`config.mk`:
```
export PLATFORM = sky130hd
export DESIGN_NAME = hbus_decoder
export DESIGN_NICKNAME = d
export VERILOG_FILES = /design/src/rtl/hbus_pkg.sv /design/src/rtl/hbus_region_map.sv /design/src/rtl/hbus_access_policy.sv /design/src/rtl/hbus_backup_lane.sv /design/src/rtl/hbus_decoder.sv
export SDC_FILE = /design/constraint.sdc
export NUM_CORES = 1
export LEC_CHECK = 0
export BUFFER_PORTS_ARGS = -buffer_cell sky130_fd_sc_hd__buf_2
export CORE_ASPECT_RATIO = 0.5
export CORE_MARGIN = 5
export CORE_UTILIZATION = 42
export DETAILED_ROUTE_END_ITERATION = 8
export PLACE_DENSITY = 0.95
export SETUP_SLACK_MARGIN = 0.4
export SYNTH_ARGS = -nofsm -noshare
export SYNTH_HDL_FRONTEND = slang
export SYNTH_SLANG_ARGS = --single-unit
```
`constraint.sdc`:
```
create_clock -name clk -period 5.55 [get_ports clk]
set_input_delay 0.555 -clock clk [delete_from_list [all_inputs] [get_ports clk]]
set_output_delay 0.555 -clock clk [all_outputs]
set_load 0.1 [all_outputs]
```
`src/rtl/hbus_pkg.sv`:
```
package hbus_pkg;
    localparam int ADDR_W  = 32;
    localparam int DATA_W  = 32;
    localparam int NUM_RGN = 9;
    localparam int LANES   = DATA_W / 8;

    localparam logic [1:0] SZ_B = 2'b00;
    localparam logic [1:0] SZ_H = 2'b01;
    localparam logic [1:0] SZ_W = 2'b10;
    localparam logic [1:0] SZ_X = 2'b11;

    localparam logic [ADDR_W-1:0] PIN_A0     = 32'h0800_00C4;
    localparam logic [ADDR_W-1:0] PIN_A1     = 32'h0800_00C6;
    localparam logic [ADDR_W-1:0] PIN_A2     = 32'h0800_00C8;
    localparam logic [ADDR_W-1:0] QUIET_BYTE = 32'h0400_0410;

    typedef enum logic [3:0] {
        RG_BOOT = 4'd0,
        RG_XRAM = 4'd1,
        RG_IRAM = 4'd2,
        RG_IO   = 4'd3,
        RG_PAL  = 4'd4,
        RG_VRAM = 4'd5,
        RG_OAM  = 4'd6,
        RG_CART = 4'd7,
        RG_BKUP = 4'd8,
        RG_NONE = 4'd15
    } rgn_e;

    typedef enum logic [1:0] {
        AC_FWD    = 2'd0,
        AC_IGNORE = 2'd1,
        AC_UNDEF  = 2'd2
    } acc_e;

    typedef struct packed {
        logic [DATA_W-1:0] rdata;
        logic              valid;
        logic              undef;
        logic              sticky;
    } rsp_state_t;
endpackage

```
`src/rtl/hbus_region_map.sv`:
```
module hbus_region_map
    import hbus_pkg::*;
(
    input  logic [ADDR_W-1:0] addr,
    output rgn_e              rgn
);
    always_comb begin
        rgn = RG_NONE;
        case (addr[31:24])
            8'h00: if (addr[23:14] == 10'd0) rgn = RG_BOOT;
            8'h02: rgn = RG_XRAM;
            8'h03: rgn = RG_IRAM;
            8'h04: if (addr[23:10] == 14'd0 && addr[9:0] != 10'h3FF) rgn = RG_IO;
            8'h05: rgn = RG_PAL;
            8'h06: rgn = RG_VRAM;
            8'h07: rgn = RG_OAM;
            8'h08, 8'h09, 8'h0A, 8'h0B, 8'h0C, 8'h0D: rgn = RG_CART;
            8'h0E, 8'h0F: rgn = RG_BKUP;
            default: rgn = RG_NONE;
        endcase
    end
endmodule

```
`src/rtl/hbus_access_policy.sv`:
```
module hbus_access_policy
    import hbus_pkg::*;
(
    input  rgn_e              rgn,
    input  logic              wr,
    input  logic [1:0]        size,
    input  logic [ADDR_W-1:0] addr,
    output acc_e              acc
);
    logic pin_hit;
    assign pin_hit = (addr == PIN_A0) || (addr == PIN_A1) || (addr == PIN_A2);

    always_comb begin
        acc = AC_FWD;
        if (size == SZ_X) begin
            acc = AC_UNDEF;
        end else if (!wr) begin
            acc = (rgn == RG_NONE) ? AC_UNDEF : AC_FWD;
        end else begin
            case (rgn)
                RG_NONE: acc = (size == SZ_B && addr == QUIET_BYTE) ? AC_IGNORE : AC_UNDEF;
                RG_BOOT: acc = AC_UNDEF;
                RG_CART: acc = (size == SZ_H && pin_hit) ? AC_IGNORE : AC_UNDEF;
                RG_PAL, RG_VRAM, RG_OAM: acc = (size == SZ_B) ? AC_IGNORE : AC_FWD;
                default: acc = AC_FWD;
            endcase
        end
    end
endmodule

```
`src/rtl/hbus_backup_lane.sv`:
```
module hbus_backup_lane
    import hbus_pkg::*;
#(
    parameter int WIDTH = DATA_W
) (
    input  logic [1:0]       size,
    input  logic [1:0]       ofs,
    input  logic [WIDTH-1:0] wdata,
    input  logic [7:0]       rbyte,
    output logic [7:0]       wbyte,
    output logic [WIDTH-1:0] rword
);
    localparam int NL     = WIDTH / 8;
    localparam int LANE_W = (NL > 1) ? $clog2(NL) : 1;

    logic [7:0]        lane [NL];
    logic [LANE_W-1:0] pick;

    for (genvar i = 0; i < NL; i++) begin : g_lane
        localparam bit IN_HALF = (i < 2);
        localparam bit IS_LOW  = (i == 0);
        assign lane[i] = wdata[8*i +: 8];
        assign rword[8*i +: 8] =
            (IS_LOW || size == SZ_W || (size == SZ_H && IN_HALF)) ? rbyte : 8'h00;
    end

    always_comb begin
        case (size)
            SZ_W:    pick = LANE_W'(ofs);
            SZ_H:    pick = LANE_W'(ofs[0]);
            default: pick = '0;
        endcase
    end

    assign wbyte = lane[pick];
endmodule

```
`src/rtl/hbus_decoder.sv`:
```
module hbus_decoder
    import hbus_pkg::*;
(
    input  logic               clk,
    input  logic               rst_n,
    input  logic               req_valid,
    input  logic               req_write,
    input  logic [1:0]         req_size,
    input  logic [ADDR_W-1:0]  req_addr,
    input  logic [DATA_W-1:0]  req_wdata,
    input  logic               clear_undef,
    output logic [NUM_RGN-1:0] rgn_sel,
    output logic               rgn_we,
    output logic [1:0]         rgn_size,
    output logic [ADDR_W-1:0]  rgn_addr,
    output logic [DATA_W-1:0]  rgn_wdata,
    input  logic [DATA_W-1:0]  rgn_rdata,
    output logic [7:0]         bk_wdata,
    input  logic [7:0]         bk_rdata,
    output logic               rsp_valid,
    output logic [DATA_W-1:0]  rsp_rdata,
    output logic               undef_pulse,
    output logic               undef_sticky
);
    rgn_e              rgn;
    acc_e              acc;
    logic [DATA_W-1:0] bk_rword;
    logic              fwd;
    rsp_state_t        st_d, st_q;

    hbus_region_map u_map (
        .addr (req_addr),
        .rgn  (rgn)
    );

    hbus_access_policy u_policy (
        .rgn  (rgn),
        .wr   (req_write),
        .size (req_size),
        .addr (req_addr),
        .acc  (acc)
    );

    hbus_backup_lane #(.WIDTH(DATA_W)) u_bkup (
        .size  (req_size),
        .ofs   (req_addr[1:0]),
        .wdata (req_wdata),
        .rbyte (bk_rdata),
        .wbyte (bk_wdata),
        .rword (bk_rword)
    );

    assign fwd = req_valid && (acc == AC_FWD);

    // region-side outputs: select, strobe and size-masked address
    always_comb begin
        rgn_sel   = fwd ? (NUM_RGN'(1) << rgn) : '0;
        rgn_we    = fwd && req_write;
        rgn_size  = req_size;
        rgn_wdata = req_wdata;
        if (rgn == RG_BKUP) begin
            rgn_addr = req_addr;
        end else begin
            case (req_size)
                SZ_W:    rgn_addr = {req_addr[ADDR_W-1:2], 2'b00};
                SZ_H:    rgn_addr = {req_addr[ADDR_W-1:1], 1'b0};
                default: rgn_addr = req_addr;
            endcase
        end
    end

    // response state: next value
    always_comb begin
        st_d        = st_q;
        st_d.valid  = req_valid;
        st_d.undef  = req_valid && (acc == AC_UNDEF);
        st_d.sticky = (st_q.sticky && !clear_undef) || st_d.undef;
        st_d.rdata  = '0;
        if (fwd && !req_write) begin
            st_d.rdata = (rgn == RG_BKUP) ? bk_rword : rgn_rdata;
        end
    end

    always_ff @(posedge clk or negedge rst_n) begin
        if (!rst_n) st_q <= '0;
        else        st_q <= st_d;
    end

    assign rsp_valid    = st_q.valid;
    assign rsp_rdata    = st_q.rdata;
    assign undef_pulse  = st_q.undef;
    assign undef_sticky = st_q.sticky;
endmodule

```
Word level (Yosys, flattened, before mapping)
Cells that the tools add are included.

storage, ports and cells
  register bits = 35
  output and inout port bits = 119
  word-level logic and storage cells = 80

cells by class
  shift operators = 1
  equal/unequal tests = 29
  mux-type cells = 21
  $lt $le $gt $ge = 1
  bitwise gates (word level) = 1
  reductions and logical operators = 23

operators with widths
  cell                  number
  $eq 32x28->1 const B  3
  $eq 8x4->1 const B    8
  $mux 32               2
  $pmux 4 s9            1
  $eq 32x27->1 const B  1
  $eq 8x3->1 const B    4
  $mux 8                4
  $bmux 8 s2            1
  $eq 4x3->1 const B    4
  $eq 8x2->1 const B    2
  $logic_not 14->1      1
  $mux 2                6
  $logic_not 10->1      1
  $ne 10x10->1 const B  1
  $mux 9                1
  $shl 1x4->9 const A   1
  $eq 4x4->1 const B    2
  $logic_and 1x1->1     8
  $logic_not 8->1       1
  $mux 4                2
  $pmux 2 s2            2
  $pmux 2 s4            1
  $eq 2x2->1 const B    3
  $reduce_or 6->1       1
  other kinds (10)      15

Logic depth before layout (Yosys ltp)
  depth in word-level cells = 13
  depth in mapped cells = 8
  gate-level depth less buffers = 8

Cells and area by module
From an unflattened synthesis, not the netlist that was laid out.

second synthesis, totals
  cells, all modules = 391
  area total of the unflattened synthesis = 3074.2 um2

modules (own cells, without submodules)
  module              area an instance (um2)  cells an instance  instances
  hbus_decoder        2026.9                  232                1
  hbus_backup_lane    629.4                   90                 1
  hbus_access_policy  226.5                   39                 1
  hbus_region_map     191.4                   30                 1

Worst setup path after synthesis
OpenSTA, ideal clock, no wires.

  path kind = input-to-output
  start = input port req_addr[19]
  end = output port rgn_sel[5]
  stages on the path = 6
  setup slack = -0.003 ns
  arrival time = 4.998 ns
  buffers on the path = 0
  cell sequence = nor4_1 > nand3_1 > or4_1 > a211oi_2 > o21ai_2 > nor4_1

between the ends
  longest elaborated chain between the ends = 12
  elaborated cells between the ends (all ways) = 31

ends and longest elaborated chain
  item               line                      source
  from (decl)        hbus_decoder.sv:9         input logic [ADDR_W-1:0] req_addr,
  $logic_not 14->1   hbus_region_map.sv:13     8'h04: if (addr[23:10] == 14'd0 && addr[9:0] != 10'h3FF) rgn = RG_IO;
  $logic_and 1x1->1  hbus_region_map.sv:13
  $mux 4             hbus_region_map.sv:13
  $pmux 4 s9         hbus_region_map.sv:9      case (addr[31:24])
  $eq 4x3->1         hbus_access_policy.sv:20  case (rgn)
  $reduce_or 3->1    hbus_access_policy.sv:20
  $pmux 2 s4         hbus_access_policy.sv:20
  $mux 2             hbus_access_policy.sv:17  end else if (!wr) begin
  $mux 2             hbus_access_policy.sv:15  if (size == SZ_X) begin
  $logic_not 2->1    hbus_decoder.sv:53        assign fwd = req_valid && (acc == AC_FWD);
  $logic_and 1x1->1  hbus_decoder.sv:53
  $mux 9 (*)         hbus_decoder.sv:57        rgn_sel = fwd ? (NUM_RGN'(1) << rgn) : '0;
  to (decl)          hbus_decoder.sv:12        output logic [NUM_RGN-1:0] rgn_sel,

Mark *: on every way between the ends. The rest lies on a longest branch, timed or not.

Worst setup path in the final report
  start = input port req_addr[19]
  end = output port rgn_sel[3]

Same word-level chain as after synthesis.

==> Implementation_results.wiki <==
{| class="wikitable"
! Metric !! Value
|-
| Run status || finished, final reports clean
|-
| Overall via count from detail_route || 2774
|-
| Die Span Y || 66.5 um
|-
| Register bit total from synthesis || 35
|-
| Number of distinct standard cells referenced by the synthesized netlist || 45
|-
| Worst slew margin relative to its limit || 0.294
|-
| Maxcap violations || 0
|-
| Final RePlAce weighted congestion || 0.920
|-
| Average wire per standard cell || 16.3 um
|-
| Number of antenna violations at the first check in global routing || 0
|-
| Launching instance or port of the critical path || req_addr[19]
|-
| TritonCTS clock tree || yes
|-
| Achievable clock frequency || 0.260 GHz
|-
| Worst Skew || 0 ns
|-
| Worst Hold Class || in -> async
|-
| Arrival time at the worst endpoint || 3.30 ns
|-
| Post-CTS setup buffer count || 0
|-
| Row count || 20
|-
| Maximum number of pins on one net before global-route repair || 36
|-
| Post-layout net count || 580
|-
| Number of synthesized flops with an enable pin || 0
|-
| Clock buffer depth || 2
|-
| Register-to-Register Path Depth || 3
|-
| Routed Wire Length || 9.03 mm
|-
| Number of standard cells in the layout, taps in and fillers out || 554
|-
| Total power draw || 0.974 mW
|-
| All-Layer GR Usage || 0.211
|-
| P_leak || 1.98 nW
|-
| Root buffer selected by CTS || clkbuf_16
|-
| Critical path endpoint || rgn_sel[3]
|-
| Fraction of layout cells with a size suffix above 1 || 0.552
|-
| Die boundary width || 123 um
|-
| Area of the core || 6130 um2
|-
| PortBufs || 229
|-
| Detailed-routing iteration count for the pre-antenna-repair pass || 4
|-
| Count of pins over their slew limit || 0
|-
| Via density || 5.01
|-
| Pre-CTS WS || 1.66 ns
|-
| Most frequent standard cell in the layout excluding fill and tap cells || buf_2
|-
| DRC Markers || 0
|-
| Max FO, Critical Path || 10
|-
| Number of top-level pins || 230
|-
| Worst setup path class || in -> out
|-
| Proportion of register bits with asynchronous set or reset after synthesis || 1.00
|-
| Critical R2R Launch || undef_sticky
|-
| R2r endpoint || undef_sticky
|-
| Max rail drop VDD || 0.160 mV
|-
| Worst Tran Pin Value || 1.06 ns
|-
| Hold Violations, Final || 0
|-
| Clock Pin Slew Worst Setup and Hold Paths || 0.06 ns
|-
| Insertion delay to the later sink of the worst-skew pair || 0.27 ns
|-
| Inserted Diodes || 0
|-
| Number of nets with antenna violations after routing || 0
|-
| Number of buffers created by CTS || 5
|-
| Number of buffers inserted by hold repair at cts || 0
|-
| Aggregate global routing overflow || 0
|-
| Minimum hold slack || 0.344 ns
|-
| RSZ-0062 raised after global routing || no
|-
| Post-Route Setup TNS || 0 ns
|-
| # setup viols final || 0
|-
| DP Wirelength || 7.40 mm
|-
| Initial Util || 0.437
|-
| Post-CTS Resized || 0
|-
| Synthesized netlist cell count || 309
|-
| Wire length of the first global-routing pass || 13.6 mm
|-
| Count of yosys warnings during synthesis || 0
|-
| Primary flip-flop cell chosen by synthesis mapping || dfrtp_1
|-
| H-tree depth || 2
|-
| Most frequent cells in the layout || buf_2, nand2_1, dfrtp_1
|-
| Via count of the first global-routing pass || 2800
|-
| Crit path required time || 4.99 ns
|-
| Growth of design area from synthesis to finish || 32.3%
|-
| Syn Area/Cell || 8.67 um2
|-
| Final min period || 3.85 ns
|-
| Die Footprint || 8170 um2
|-
| Type of origin of the critical path || primary input
|-
| Area of the mapped netlist || 2680 um2
|-
| Clk sinks || 35
|-
| Power per standard cell area || 275 nW/um2
|-
| Net Count, Synth || 424
|-
| Kind of end point of the critical path || output port
|-
| Total instance count after detailed placement || 546
|-
| Slack of the critical path || 1.70 ns
|-
| Iteration-0 DRC Markers || 132
|-
| Crit share post-route || 0.694
|-
| Register-to-Register Setup Slack || 4.71 ns
|-
| Seq/Total Area, Yosys || 0.327
|}
-- registers in the layout, summed over array words and instances, names as in the netlist --
| signal | cells |
|---|---|
| undef_sticky | 1 |
| undef_pulse | 1 |
| rsp_valid | 1 |
| rsp_rdata | 32 |
-- cell usage after synthesis (4+ instances only) --
cell      number  area (um2)
buf_4         64         480
nand2_1       47         176
dfrtp_1       35         876
a21oi_1       34         170
nand3_1       20         100
clkbuf_1      13        48.8
nor4_1        11        68.8
mux4_2         8         180
nor2_1         7        26.3
nor3_1         7        35.0
inv_1          5        18.8
nand4_1        5        31.3
o21ai_0        5        25.0
ha_1           4        50.1
-- power breakdown --
group          switching, mW  internal [mW]  leakage, nW  total, mW
sequential          0.000954          0.258        0.482      0.259
clock                  0.103          0.211       0.0838      0.315
combinational          0.327         0.0729         1.41      0.400
-- critical path, stage by stage --
cell	delay, ns
buf_2	0.10
nor4_1	0.46
nand3_1	0.30
or4_1	0.64
a211oi_2	0.27
o21ai_2	0.16
nor4b_2	0.33
buf_2	0.47
-- kinds of logic (layout without fill, tap and decap cells) --
family                     count (synthesis)  in the layout  synth area share
and+or+nand+nor                          119            119             0.234
buffers and inverters                     86            243             0.219
AOI/OAI and AO/OA                         56             56             0.130
DFF                                       35             35             0.327
muxes                                      8              8            0.0673
adders and majority gates                  4              4            0.0187
xor gates and xnor gates                   1              1           0.00327
-- through the flow --
stage	cell area (um2)	util
CTS	3540	0.578
floorplan	2680	-
global placement	3370	0.550
finish	3540	0.578
global route	3540	0.578
detailed placement	3370	0.550
-- worst min path at each step --
stage / slack, ns / end / startpoint / cells past startpoint
final: 0.34 / rsp_rdata[29] / rst_n / 1
after floorplan: 0.26 / rsp_rdata[0] / rst_n / 0
after global routing: 0.42 / rsp_rdata[22] / rst_n / 1
after global placement: 0.61 / undef_sticky / undef_sticky / 3
after CTS: 0.38 / rsp_rdata[28] / rst_n / 1
after detailed placement: 0.66 / undef_sticky / undef_sticky / 3
-- routing by layer --
metal,GRT usage,up-vias,wire (um)
met5,0,-,0
met4,0.0474,0,98
met3,0.0263,10,644
met2,0.379,129,4550
met1,0.273,1301,3730
li1,-,1334,-
-- area by class of cell --
type                            instances  area (um2)
Fill cell                             560        2590
Multi-Input combinational cell        188        1210
Timing Repair Buffer                  230        1150
Sequential cell                        35         876
Clock buffer                            5         125
Tap cell                               88         110
Clock inverter                          3        43.8
Inverter                                5        18.8
Note: power is estimated with default switching activity, not from simulation.
